`src/rtl/lvr_pkg.sv`:
```
package lvr_pkg;
  typedef enum logic [1:0] {
    DST_HUB  = 2'b00,
    DST_GFX  = 2'b01,
    DST_DRAM = 2'b10,
    DST_NONE = 2'b11
  } dest_e;

  typedef enum logic [2:0] {
    HIT_NONE    = 3'd0,
    HIT_GFX_A   = 3'd1,
    HIT_MONO    = 3'd2,
    HIT_GFX_B   = 3'd3,
    HIT_MONO_IO = 3'd4
  } hit_e;

  localparam int NUM_WIN   = 3;
  localparam int NUM_PORTS = 6;

  // window base and log2 size, index order matches hit tag order minus one
  function automatic logic [31:0] win_base(input int idx);
    case (idx)
      0:       return 32'h000A_0000;
      1:       return 32'h000B_0000;
      default: return 32'h000B_8000;
    endcase
  endfunction

  function automatic int win_lg(input int idx);
    return (idx == 0) ? 16 : 15;
  endfunction

  function automatic logic [15:0] mono_port(input int idx);
    case (idx)
      0:       return 16'h03B4;
      1:       return 16'h03B5;
      2:       return 16'h03B8;
      3:       return 16'h03B9;
      4:       return 16'h03BA;
      default: return 16'h03BF;
    endcase
  endfunction

  // SMM reclaim condition, kept separate so a checker can restate it
  function automatic logic smm_reclaim(input logic en, input logic open,
                                       input logic code, input logic smm);
    return en && (open || (code && smm));
  endfunction
endpackage

```
`src/rtl/lvr_window_decode.sv`:
```
module lvr_window_decode
  import lvr_pkg::*;
#(
  parameter int ADDR_W = 32
) (
  input  logic [ADDR_W-1:0] addr,
  input  logic              is_io,
  output hit_e              mem_hit,
  output logic              io_port_hit
);
  logic [NUM_WIN-1:0]   win_match;
  logic [NUM_PORTS-1:0] port_match;

  for (genvar w = 0; w < NUM_WIN; w++) begin : g_win
    localparam int LG = win_lg(w);
    localparam logic [ADDR_W-1:0] BASE = ADDR_W'(win_base(w));
    assign win_match[w] = !is_io && ((addr >> LG) == (BASE >> LG));
  end

  for (genvar p = 0; p < NUM_PORTS; p++) begin : g_port
    localparam logic [ADDR_W-1:0] PORT = ADDR_W'(mono_port(p));
    assign port_match[p] = is_io && (addr == PORT);
  end

  always_comb begin
    mem_hit = HIT_NONE;
    if (win_match[0])      mem_hit = HIT_GFX_A;
    else if (win_match[1]) mem_hit = HIT_MONO;
    else if (win_match[2]) mem_hit = HIT_GFX_B;
  end

  assign io_port_hit = |port_match;
endmodule

```
`src/rtl/lvr_policy.sv`:
```
module lvr_policy
  import lvr_pkg::*;
(
  input  hit_e  mem_hit,
  input  logic  io_port_hit,
  input  logic  is_io,
  input  logic  code,
  input  logic  smm,
  input  logic  gfx_en,
  input  logic  mono_fwd,
  input  logic  smm_en,
  input  logic  smm_open,
  output dest_e dest,
  output hit_e  hit,
  output logic  smm_override
);
  logic in_window;
  assign in_window    = (mem_hit != HIT_NONE);
  assign smm_override = in_window && smm_reclaim(smm_en, smm_open, code, smm);

  always_comb begin
    dest = DST_NONE;
    hit  = HIT_NONE;
    if (is_io) begin
      if (mono_fwd && io_port_hit) begin
        dest = DST_HUB;
        hit  = HIT_MONO_IO;
      end
    end else if (in_window) begin
      hit = mem_hit;
      if (smm_override)                          dest = DST_DRAM;
      else if (mono_fwd && mem_hit == HIT_MONO)  dest = DST_HUB;
      else if (gfx_en)                           dest = DST_GFX;
      else                                       dest = DST_HUB;
    end
  end
endmodule

```
`src/rtl/lvr_resp_reg.sv`:
```
module lvr_resp_reg
  import lvr_pkg::*;
(
  input  logic  clk,
  input  logic  rst_n,
  input  logic  load,
  input  logic  drain,
  input  dest_e dest_in,
  input  hit_e  hit_in,
  output logic  valid,
  output dest_e dest_q,
  output hit_e  hit_q
);
  always_ff @(posedge clk or negedge rst_n) begin
    if (!rst_n) begin
      valid  <= 1'b0;
      dest_q <= DST_NONE;
      hit_q  <= HIT_NONE;
    end else if (load) begin
      valid  <= 1'b1;
      dest_q <= dest_in;
      hit_q  <= hit_in;
    end else if (drain) begin
      valid  <= 1'b0;
    end
  end
endmodule

```
`src/rtl/legacy_route_top.sv`:
```
module legacy_route_top
  import lvr_pkg::*;
#(
  parameter int ADDR_W = 32
) (
  input  logic              clk,
  input  logic              rst_n,
  input  logic              req_valid,
  output logic              req_ready,
  input  logic [ADDR_W-1:0] req_addr,
  input  logic              req_is_io,
  input  logic              req_code,
  input  logic              req_smm,
  input  logic              cfg_gfx_en,
  input  logic              cfg_mono_fwd,
  input  logic              cfg_smm_en,
  input  logic              cfg_smm_open,
  output logic              rsp_valid,
  input  logic              rsp_ready,
  output logic [1:0]        rsp_dest,
  output logic [2:0]        rsp_hit
);
  hit_e  mem_hit_w;
  logic  io_port_hit_w;
  dest_e dest_w;
  hit_e  hit_w;
  logic  smm_override_w;
  logic  accept_w;
  dest_e dest_q;
  hit_e  hit_q;

  assign req_ready = !rsp_valid || rsp_ready;
  assign accept_w  = req_valid && req_ready;

  lvr_window_decode #(.ADDR_W(ADDR_W)) u_dec (
    .addr        (req_addr),
    .is_io       (req_is_io),
    .mem_hit     (mem_hit_w),
    .io_port_hit (io_port_hit_w)
  );

  lvr_policy u_pol (
    .mem_hit      (mem_hit_w),
    .io_port_hit  (io_port_hit_w),
    .is_io        (req_is_io),
    .code         (req_code),
    .smm          (req_smm),
    .gfx_en       (cfg_gfx_en),
    .mono_fwd     (cfg_mono_fwd),
    .smm_en       (cfg_smm_en),
    .smm_open     (cfg_smm_open),
    .dest         (dest_w),
    .hit          (hit_w),
    .smm_override (smm_override_w)
  );

  lvr_resp_reg u_rsp (
    .clk     (clk),
    .rst_n   (rst_n),
    .load    (accept_w),
    .drain   (rsp_ready),
    .dest_in (dest_w),
    .hit_in  (hit_w),
    .valid   (rsp_valid),
    .dest_q  (dest_q),
    .hit_q   (hit_q)
  );

  assign rsp_dest = dest_q;
  assign rsp_hit  = hit_q;
endmodule

```
`config.mk`:
```
export PLATFORM = sky130hd
export DESIGN_NAME = legacy_route_top
export DESIGN_NICKNAME = d
export VERILOG_FILES = /design/src/rtl/lvr_pkg.sv /design/src/rtl/lvr_window_decode.sv /design/src/rtl/lvr_policy.sv /design/src/rtl/lvr_resp_reg.sv /design/src/rtl/legacy_route_top.sv
export SDC_FILE = /design/constraint.sdc
export NUM_CORES = 1
export LEC_CHECK = 0
export BUFFER_PORTS_ARGS = -buffer_cell sky130_fd_sc_hd__buf_4
export CORE_AREA = 2 2 39 41
export CTS_BUF_LIST = sky130_fd_sc_hd__clkbuf_4 sky130_fd_sc_hd__clkbuf_8
export DETAILED_ROUTE_END_ITERATION = 8
export DIE_AREA = 0 0 41 43
export PLACE_DENSITY = 0.74
export SLEW_MARGIN = 5
export SYNTH_ARGS = -nofsm -noshare
export SYNTH_HDL_FRONTEND = slang
export SYNTH_SLANG_ARGS = --single-unit
```
`constraint.sdc`:
```
create_clock -name clk -period 1.8 [get_ports clk]
set_clock_uncertainty 0.05 [all_clocks]
set_input_delay 0.27 -clock clk [delete_from_list [all_inputs] [get_ports clk]]
set_output_delay 0.27 -clock clk [all_outputs]
set_load 0.02 [all_outputs]
```
==> run_results.csv, run 1 <==
group,metric,value,unit
synth,synth_ff_type,"dfrtp_1",
floorplan,num_rows,14,
synth,synth_compound_gate_area_share,18.71,%
clocking,clock_sinks,6,
synth,synth_top_family_by_area,"simple AND/OR/NAND/NOR gates",
clocking,cts_root_buf,"clkbuf_4",
clocking,cts_setup_buffers,0,
cells_and_area,regArea,152.6,um^2
synth,synth.distinct_cells,25,
worst_setup_path,arrival,1.48,ns
synth,synth-simple-area-share,40.80,%
clocking,numCtsBuffers,3,
global_routing,grt_antenna_before_repair,0,
synth,synthesis.nets,87,
synth,netlist_top_cells_area,"dfrtp_1 (25%), dfstp_2 (13%), nand2_1 (6.4%)",
sta,fmax,0.7433,GHz
synth,synth.mux.area_fraction,0,%
route,first_pass_iters,4,
power,p_int,311.8,uW
cells_and_area,multi_input_area,251.5,um^2
route,drtIter0Drc,5,
worst_setup_path,critPathLaunch,"u_rsp.valid$_DFFE_PN0P_",
cells_and_area,final_cells,114,
clocking,cts_resized,0,
floorplan,die_width,41,um
sta,rsz0062_at_grt,"false",
power,irDropWorstVdd,0.3940,mV
worst_setup_path,critPathCapture,"u_rsp.hit_q[2]$_DFFE_PN0P_",
synth,async_flop_share,100.0,%
power,p_leak,0.0004227,uW
synth,synth-adder-area-share,0,%
synth,ys_warn_count,0,
clocking,clock_path_buffers,2,
worst_setup_path,crit_path_start_kind,"register",
cells_and_area,nNetsFinal,142,
global_routing,grt_pass1_wl,2.076,mm
synth,avgSynthCellArea,9.270,um^2
synth,synth_edf_count,0,
sta,finalSetupViolations,0,
clocking,clk_pin_slew,0.05,ns
floorplan,start_util,29.48,%
global_routing,met1_usage,15.95,%
placed_design,dp.cells,109,
clocking,insertion_delay,0.25,ns
route,wire_per_inst,11.68,um
worst_setup_path,end_kind,"register",
power,pwr-share-seq,34.5,%
global_routing,grt_busiest_layer,"met2",
sta,whs,0.1894,ns
floorplan,die_area,1763,um^2
cells_and_area,drive_gt1_share,61.22,%
synth,synth_area,407.9,um^2
sta,fin_crit_sh,74.74,%
power,combPwrFrac,28.0,%
sta,worstMarginPinSlew,0.2945,ns
placed_design,dp_hpwl,1.136,mm
global_routing,use_met2,32.50,%
clocking,htreeDepth,1,
worst_setup_path,reg2reg_depth,5,
synth,synth-xor-area-share,2.147,%
route,drc,0,
synth,ys_ff_latch,6,
worst_setup_path,required,1.93,ns
sta,slew_headroom,80.19,%
route,wl,1.331,mm
synth,yosysTopAreaCell,"dfrtp_1",
cells_and_area,num_antenna_cells,0,
power,power,398.9,uW
route,vias,569,
placed_design,place_congestion,0.7990,
sta,fin_crit,1.345,ns
worst_setup_path,r2r_slack,0.45,ns
worst_setup_path,crit_fanout,5,
route,ant_nets,0,
power,p_sw,87.05,uW
worst_setup_path,r2r_end,"u_rsp.hit_q[2]$_DFFE_PN0P_",
cells_and_area,fillers,134,
sta,drv_slew,0,
min_path,hold_class,"primary input to register",
synth,netlist_instances,44,
global_routing,grt_pass1_vias,583,
floorplan,io_pins,50,
global_routing,grt-ovfl-total,0,
global_routing,grt_util_met3,5.759,%
worst_setup_path,criticalPathCategory,"register to register",
power,power_density,477.2,nW/um^2
placed_design,port_buffers,49,
global_routing,track_usage,17.14,%
synth,synth_common_cells,"nand2_1 (7), a21oi_1 (4), dfrtp_1 (4), nand2b_1 (4)",
worst_setup_path,rr_startpoint,"u_rsp.valid$_DFFE_PN0P_",
cells_and_area,syn2layout_area_growth,104.9,%
flow_run,drv_cap,0,
synth,ys_seq_area_share,37.42,%
synth,synth.most_common_cell,"nand2_1",
clocking,tritoncts,"done",
sta,setup-tns-final,0,ns
power,clockPowerShare,37.5,%
route,vias_per_cell,4.991,
global_routing,grt_max_degree,7,
clocking,cts_hold_buf,1,
floorplan,fp.coreArea,1384,um^2
outcome,outcome,"complete, no violations",
synth,synth_top_area_share,24.54,%
power,switching_share,21.82,%
floorplan,die_y,43,um
sta,finalHoldViolations,0,
[worst max-delay path, stage by stage (launching register included)]
cell      delay, ns
dfrtp_1        0.37
nand2b_1       0.16
nand2_1        0.14
and4b_4        0.38
inv_1          0.06
o21ai_2        0.12
[layer usage]
| layer | wire length (um) | share of wire [%] | vias to the layer above |
|---|---|---|---|
| li1 | - | - | 279 |
| met2 | 731 | 55 | 32 |
| met3 | 164 | 12 | 0 |
| met1 | 435 | 33 | 258 |
| met5 | 0 | 0 | - |
| met4 | 0 | 0 | 0 |
[area by class of cell]
type                    count  area share, %
flip-flops and latches      6          18.26
well taps                  16          2.395
multi-input cells          37          30.09
repair buffers             50          45.21
clock buffers               4          3.593
inverters                   1         0.4491
[power by group through the flow]
stage	logic, uW	registers [uW]	clock network, uW
CTS	113	138	155
floorplan	24.1	142	0
global route	123	138	166
finish	112	138	149
global placement	109	140	0
detailed placement	111	140	0
[kinds of logic (layout without fill, tap and decap cells)]
logic type                Yosys count  in the layout
DFF                                 6              6
AOI/OAI and AO/OA                  10             10
and+or+nand+nor                    26             26
xor gates and xnor gates            1              1
buffers and inverters               1             55
[flip-flops by register name, indices dropped and copies added (netlist names)]
| name | flops |
|---|---|
| u_rsp.dest_q | 2 |
| u_rsp.hit_q | 3 |
| u_rsp.valid | 1 |
[metrics by stage]
stage | setup slack, ns | instance area, um^2 | utilization, %
6_report | 0.4547 | 835.8 | 60.40
3_5_place_dp | 0.1929 | 795.8 | 57.50
4_1_cts | 0.4553 | 835.8 | 60.40
3_3_place_gp | 0.2215 | 795.8 | 57.50
5_1_grt | 0.3419 | 835.8 | 60.40
2_1_floorplan | 0.3105 | 407.9 | -
[placed cells by master (no fill, tap or decap), drive strengths merged]
cell          n
a21o          1
a21oi         4
a311o         1
a32o          2
and4b         2
buf          49
clkbuf        4
dfrtp         4
dfstp         2
dlygate4sd3   1
inv           1
nand2         7
nand2b        4
nand3b        1
nand4         2
nand4b        1
nor2          2
nor3          3
nor3b         1
nor4          1
nor4bb        1
o21ai         1
o221ai        1
or4           1
xnor2         1
[worst min path at each step]
stage	start	endpoint	slack, ns	cells after the start
detailed placement	rst_n	u_rsp.valid$_DFFE_PN0P_	0.03	1
finish	req_valid	u_rsp.valid$_DFFE_PN0P_	0.19	2
global placement	rst_n	u_rsp.valid$_DFFE_PN0P_	0.03	1
CTS	req_valid	u_rsp.valid$_DFFE_PN0P_	0.18	2
global route	req_valid	u_rsp.valid$_DFFE_PN0P_	0.20	2
floorplan	rst_n	u_rsp.hit_q[0]$_DFFE_PN0P_	-0.08	0
Note: power is estimated with default switching activity, not from simulation.
==> inputs of run 2 (changes only) <==
clock period = 1.25 ns   (was 1.8 ns; I/O delays follow)
==> run_results.csv, run 2 (same netlist as run 1, synthesis figures left out) <==
group,metric,value,unit
cells_and_area,regArea,153.9,um^2
power,irDropWorstVdd,0.6335,mV
worst_setup_path,cpPeakStageDelay,0.52,ns
sta,worstMarginPinSlew,0.2524,ns
floorplan,die_width,41,um
global_routing,grt_antenna_before_repair,0,
floorplan,die_y,43,um
placed_design,place_congestion,0.7441,
clocking,htreeDepth,1,
worst_setup_path,crit_path_start_kind,"primary input",
route,wl,1.296,mm
global_routing,grt_busiest_layer,"met2",
cells_and_area,most-common-layout-cells,"buf_4 (49), nand2_1 (7), a21oi_1 (4), clkbuf_4 (4)",
clocking,numCtsBuffers,3,
global_routing,use_met2,31.56,%
min_path,hold_class,"primary input to register",
floorplan,die_area,1763,um^2
global_routing,grt_max_degree,7,
cells_and_area,top_regs,"u_rsp.hit_q (3), u_rsp.dest_q (2), u_rsp.valid (1)",
sta,fmax,0.8159,GHz
worst_setup_path,crit_buf_inv,1,
floorplan,fp.coreArea,1384,um^2
route,drc,0,
sta,drv_slew,0,
global_routing,grt-ovfl-total,0,
sta,worst_slack,0.02438,ns
worst_setup_path,required,1.38,ns
clocking,insertion_delay,0.23,ns
global_routing,grt_pass1_vias,568,
sta,finalSetupViolations,0,
worst_setup_path,criticalPathCategory,"primary input to register",
sta,fin_crit_sh,98.05,%
placed_design,port_buffers,49,
clocking,cts_root_buf,"clkbuf_4",
sta,rsz0062_at_grt,"true",
cells_and_area,largest_register_ffs,3,
cells_and_area,regMostFlops,"u_rsp.hit_q",
global_routing,grt_pass1_wl,2.159,mm
floorplan,start_util,29.48,%
floorplan,num_rows,14,
route,first_pass_iters,4,
sta,finalHoldViolations,0,
cells_and_area,num_antenna_cells,0,
worst_setup_path,worstPathCellList,"buf_6 > or4_4 > nor3_2 > and4b_4 > a32o_2",
clocking,clock_sinks,6,
clocking,clk_pin_slew,0.05,ns
worst_setup_path,end_kind,"register",
cells_and_area,syn2layout_area_growth,112.6,%
worst_setup_path,cp_top_family,"simple AND/OR/NAND/NOR gates",
route,vias_per_cell,4.879,
sta,setup-tns-final,0,ns
power,power_density,669.9,nW/um^2
global_routing,grt_util_met3,7.330,%
route,drtIter0Drc,10,
worst_setup_path,arrival,1.35,ns
sta,fin_crit,1.226,ns
cells_and_area,multi_input_area,259.0,um^2
flow_run,drv_cap,0,
sta,slew_headroom,83.02,%
cells_and_area,fillers,122,
route,vias,566,
route,wire_per_inst,11.17,um
global_routing,track_usage,17.51,%
clocking,clock_path_buffers,2,
power,p_leak,0.0004399,uW
placed_design,dp_slack,-0.2617,ns
cells_and_area,nNetsFinal,144,
cells_and_area,final_cells,116,
floorplan,io_pins,50,
global_routing,met1_usage,18.15,%
route,ant_nets,0,
cells_and_area,layout_commonest_cell,"buf_4",
clocking,tritoncts,"done",
worst_setup_path,crit_slowest_cell,"or4_4",
worst_setup_path,crit_fanout,5,
outcome,outcome,"complete, no violations",
placed_design,dp.cells,111,
cells_and_area,drive_gt1_share,65.00,%
[run 2: final timing paths]
kind / from / endpoint / slack (ns) / depth (start not counted)
worst min register to register: u_rsp.hit_q[2]$_DFFE_PN0P_ / u_rsp.hit_q[2]$_DFFE_PN0P_ / 0.43 / 2
worst min-delay path: req_valid / u_rsp.valid$_DFFE_PN0P_ / 0.12 / 2
worst max-delay path: req_addr[30] / u_rsp.hit_q[0]$_DFFE_PN0P_ / 0.02 / 5
max in group asynchronous: rst_n / u_rsp.dest_q[0]$_DFFE_PN1P_ / 0.70 / 2
worst max register to register: u_rsp.valid$_DFFE_PN0P_ / u_rsp.hit_q[0]$_DFFE_PN0P_ / 0.07 / 4
min in group asynchronous: rst_n / u_rsp.hit_q[0]$_DFFE_PN0P_ / 0.25 / 2
[run 2: report_power, final]
group,leakage [uW],internal [uW],switching [uW]
sequential,0.0000730,198,2.21
clock,0.0000184,142,67.5
combinational,0.000348,118,52.6
[run 2: routing by layer]
layer | vias up | part of all wire, % | routed length, um
li1 | 284 | - | -
met1 | 256 | 36 | 472
met2 | 26 | 53 | 690
met3 | 0 | 10 | 132
met4 | 0 | 0 | 0
met5 | - | 0 | 0
[run 2: final cells by class]
type | count | area share, %
well taps | 16 | 2.309
flip-flops and latches | 6 | 17.75
clock buffers | 4 | 3.463
multi-input cells | 37 | 29.87
inverters | 1 | 0.4329
repair buffers | 52 | 46.18
[run 2: timing repair]
| item | CTS | global route |
|---|---|---|
| hold buffers | 1 | 0 |
| gates resized for setup | 1 | 2 |
| endpoints found under the hold margin | 6 | 0 |
| pin swaps | 0 | 1 |
| setup endpoints to repair | 1 | 3 |
| setup buffers | 0 | 0 |
[run 2: metrics by stage]
stage | hold slack (ns) | utilization [%] | power [uW] | cell area [um^2]
CTS | 0.1189 | 62.12 | 586.2 | 859.6
global route | 0.1184 | 62.66 | 622.6 | 867.1
detailed placement | -0.05135 | 59.22 | 370.7 | 819.5
finish | 0.1212 | 62.66 | 580.8 | 867.1
global placement | -0.05252 | 59.22 | 367.3 | 819.5
floorplan | -0.1581 | - | 242.4 | 416.7
==> inputs of run 3 (changes only) <==
CORE_AREA = not set   (was 2 2 39 41)
CORE_MARGIN = 1   (was not set)
CORE_UTILIZATION = 31   (was not set)
CTS_BUF_LIST = not set   (was sky130_fd_sc_hd__clkbuf_4 sky130_fd_sc_hd__clkbuf_8)
DIE_AREA = not set   (was 0 0 41 43)
MAX_ROUTING_LAYER = met4   (was not set)
PLACE_DENSITY = 0.75   (was 0.74)
==> run_results.csv, run 3 (same netlist as run 1, synthesis figures left out) <==
group,metric,value,unit
clocking,clock_path_buffers,2,
sta,fmax,0.8146,GHz
cells_and_area,largest_register_ffs,3,
worst_setup_path,reg2reg_depth,4,
cells_and_area,regMostFlops,"u_rsp.hit_q",
clocking,cts_root_buf,"clkbuf_4",
cells_and_area,top_regs,"u_rsp.hit_q (3), u_rsp.dest_q (2), u_rsp.valid (1)",
worst_setup_path,r2r_slack,0.06,ns
route,first_pass_iters,4,
cells_and_area,syn2layout_area_growth,113.5,%
cells_and_area,nNetsFinal,145,
clocking,clock_sinks,6,
worst_setup_path,end_kind,"register",
cells_and_area,regArea,153.9,um^2
outcome,outcome,"complete, no violations",
worst_setup_path,arrival,1.35,ns
floorplan,io_pins,50,
worst_setup_path,critPathCapture,"u_rsp.hit_q[1]$_DFFE_PN0P_",
route,vias,568,
route,vias_per_cell,4.939,
sta,fin_crit,1.228,ns
worst_setup_path,rr_startpoint,"u_rsp.valid$_DFFE_PN0P_",
sta,drv_slew,0,
floorplan,num_rows,12,
sta,slew_headroom,80.88,%
sta,fin_crit_sh,98.21,%
clocking,tritoncts,"done",
sta,setup-tns-final,0,ns
floorplan,start_util,34.83,%
floorplan,die_width,38.28,um
flow_run,drv_cap,0,
route,drtIter0Drc,9,
route,drc,0,
worst_setup_path,critPathLaunch,"req_addr[30]",
power,irDropWorstVdd,0.6900,mV
worst_setup_path,worstPathCellList,"buf_6 > or4_4 > nor3_2 > and4b_4 > a32o_1",
worst_setup_path,crit_fanout,5,
floorplan,fp.coreArea,1171,um^2
cells_and_area,layout_commonest_cell,"buf_4",
route,wire_per_inst,13.12,um
route,ant_nets,0,
clocking,htreeDepth,1,
sta,rsz0062_at_grt,"true",
power,power_density,661.7,nW/um^2
clocking,insertion_delay,0.25,ns
cells_and_area,drive_gt1_share,64.36,%
sta,worst_slack,0.02235,ns
worst_setup_path,crit_slowest_cell,"or4_4",
global_routing,grt_max_degree,7,
global_routing,grt_pass1_vias,548,
sta,finalSetupViolations,0,
global_routing,grt_antenna_before_repair,0,
sta,finalHoldViolations,0,
placed_design,dp_hpwl,1.204,mm
worst_setup_path,criticalPathCategory,"primary input to register",
min_path,hold_class,"primary input to register",
worst_setup_path,r2r_end,"u_rsp.hit_q[1]$_DFFE_PN0P_",
floorplan,die_area,1465,um^2
worst_setup_path,required,1.38,ns
worst_setup_path,crit_path_start_kind,"primary input",
cells_and_area,multi_input_area,261.5,um^2
cells_and_area,most-common-layout-cells,"buf_4 (50), nand2_1 (6), a21oi_1 (4)",
global_routing,grt-ovfl-total,0,
worst_setup_path,cpPeakStageDelay,0.52,ns
sta,whs,0.1286,ns
placed_design,dp_slack,-0.2657,ns
cells_and_area,num_antenna_cells,0,
global_routing,grt_pass1_wl,2.180,mm
clocking,clk_pin_slew,0.05,ns
route,wl,1.509,mm
clocking,numCtsBuffers,3,
placed_design,port_buffers,49,
power,p_leak,0.0004409,uW
cells_and_area,fillers,94,
placed_design,place_congestion,0.7785,
floorplan,die_y,38.28,um
sta,worstMarginPinSlew,0.2842,ns
global_routing,track_usage,23.77,%
[run 3: cell count changes in the layout (fill, tap and decap cells not counted), sizes merged]
cell	change
buf	+1
[run 3: what timing repair did]
| action | CTS | global route |
|---|---|---|
| hold buffers | 1 | 0 |
| hold endpoints to repair | 6 | 0 |
| gates resized for setup | 1 | 2 |
| endpoints found under the setup margin | 2 | 3 |
| pin swaps | 0 | 3 |
| buffers inserted | 0 | 2 |
[run 3: stage by stage]
| step | total power, uW | cell area [um^2] | util [%] | cells |
|---|---|---|---|---|
| global placement | 364.4 | 809.5 | 69.12 | 108 |
| detailed placement | 369.0 | 809.5 | 69.12 | 108 |
| global route | 615.5 | 870.8 | 74.36 | 115 |
| floorplan | 242.4 | 416.7 | - | 44 |
| CTS | 578.4 | 849.6 | 72.54 | 113 |
| finish | 576.3 | 870.8 | 74.36 | 115 |
[run 3: routing by layer]
metal | up-vias | global-route usage (%) | share of wire [%]
met5 | - | - | 0
met4 | 0 | 10.71 | 1.1
met3 | 2 | 10.47 | 8.3
met2 | 23 | 41.10 | 55
met1 | 259 | 22.51 | 36
li1 | 284 | - | -
[run 3: cell type report]
cell class / instances / area share [%]
repair buffers: 53 / 46.84
flip-flops and latches: 6 / 17.67
well taps: 14 / 2.011
clock buffers: 4 / 3.017
multi-input cells: 37 / 30.03
inverters: 1 / 0.4310
[run 3: how the worst min path moves through the flow]
stage                   start  depth (start not counted)                    endpoint
detailed placement      rst_n                          1  u_rsp.hit_q[2]$_DFFE_PN0P_
floorplan               rst_n                          0  u_rsp.hit_q[0]$_DFFE_PN0P_
finish              req_valid                          2     u_rsp.valid$_DFFE_PN0P_
global route        req_valid                          2     u_rsp.valid$_DFFE_PN0P_
CTS                 req_valid                          2     u_rsp.valid$_DFFE_PN0P_
global placement        rst_n                          1  u_rsp.hit_q[2]$_DFFE_PN0P_
[run 3: power by group]
part	switching [uW]	internal, uW	leakage, uW
logic	57.6	122	0.000353
clock network	75.9	121	0.0000150
registers	2.24	198	0.0000730
total	136	441	0.000441
[run 3: worst max-delay path: cells and delay by family]
kind,cells,cell delay (ns)
simple gates,3,0.92
buf+inv,1,0.09
compound gates,1,0.16
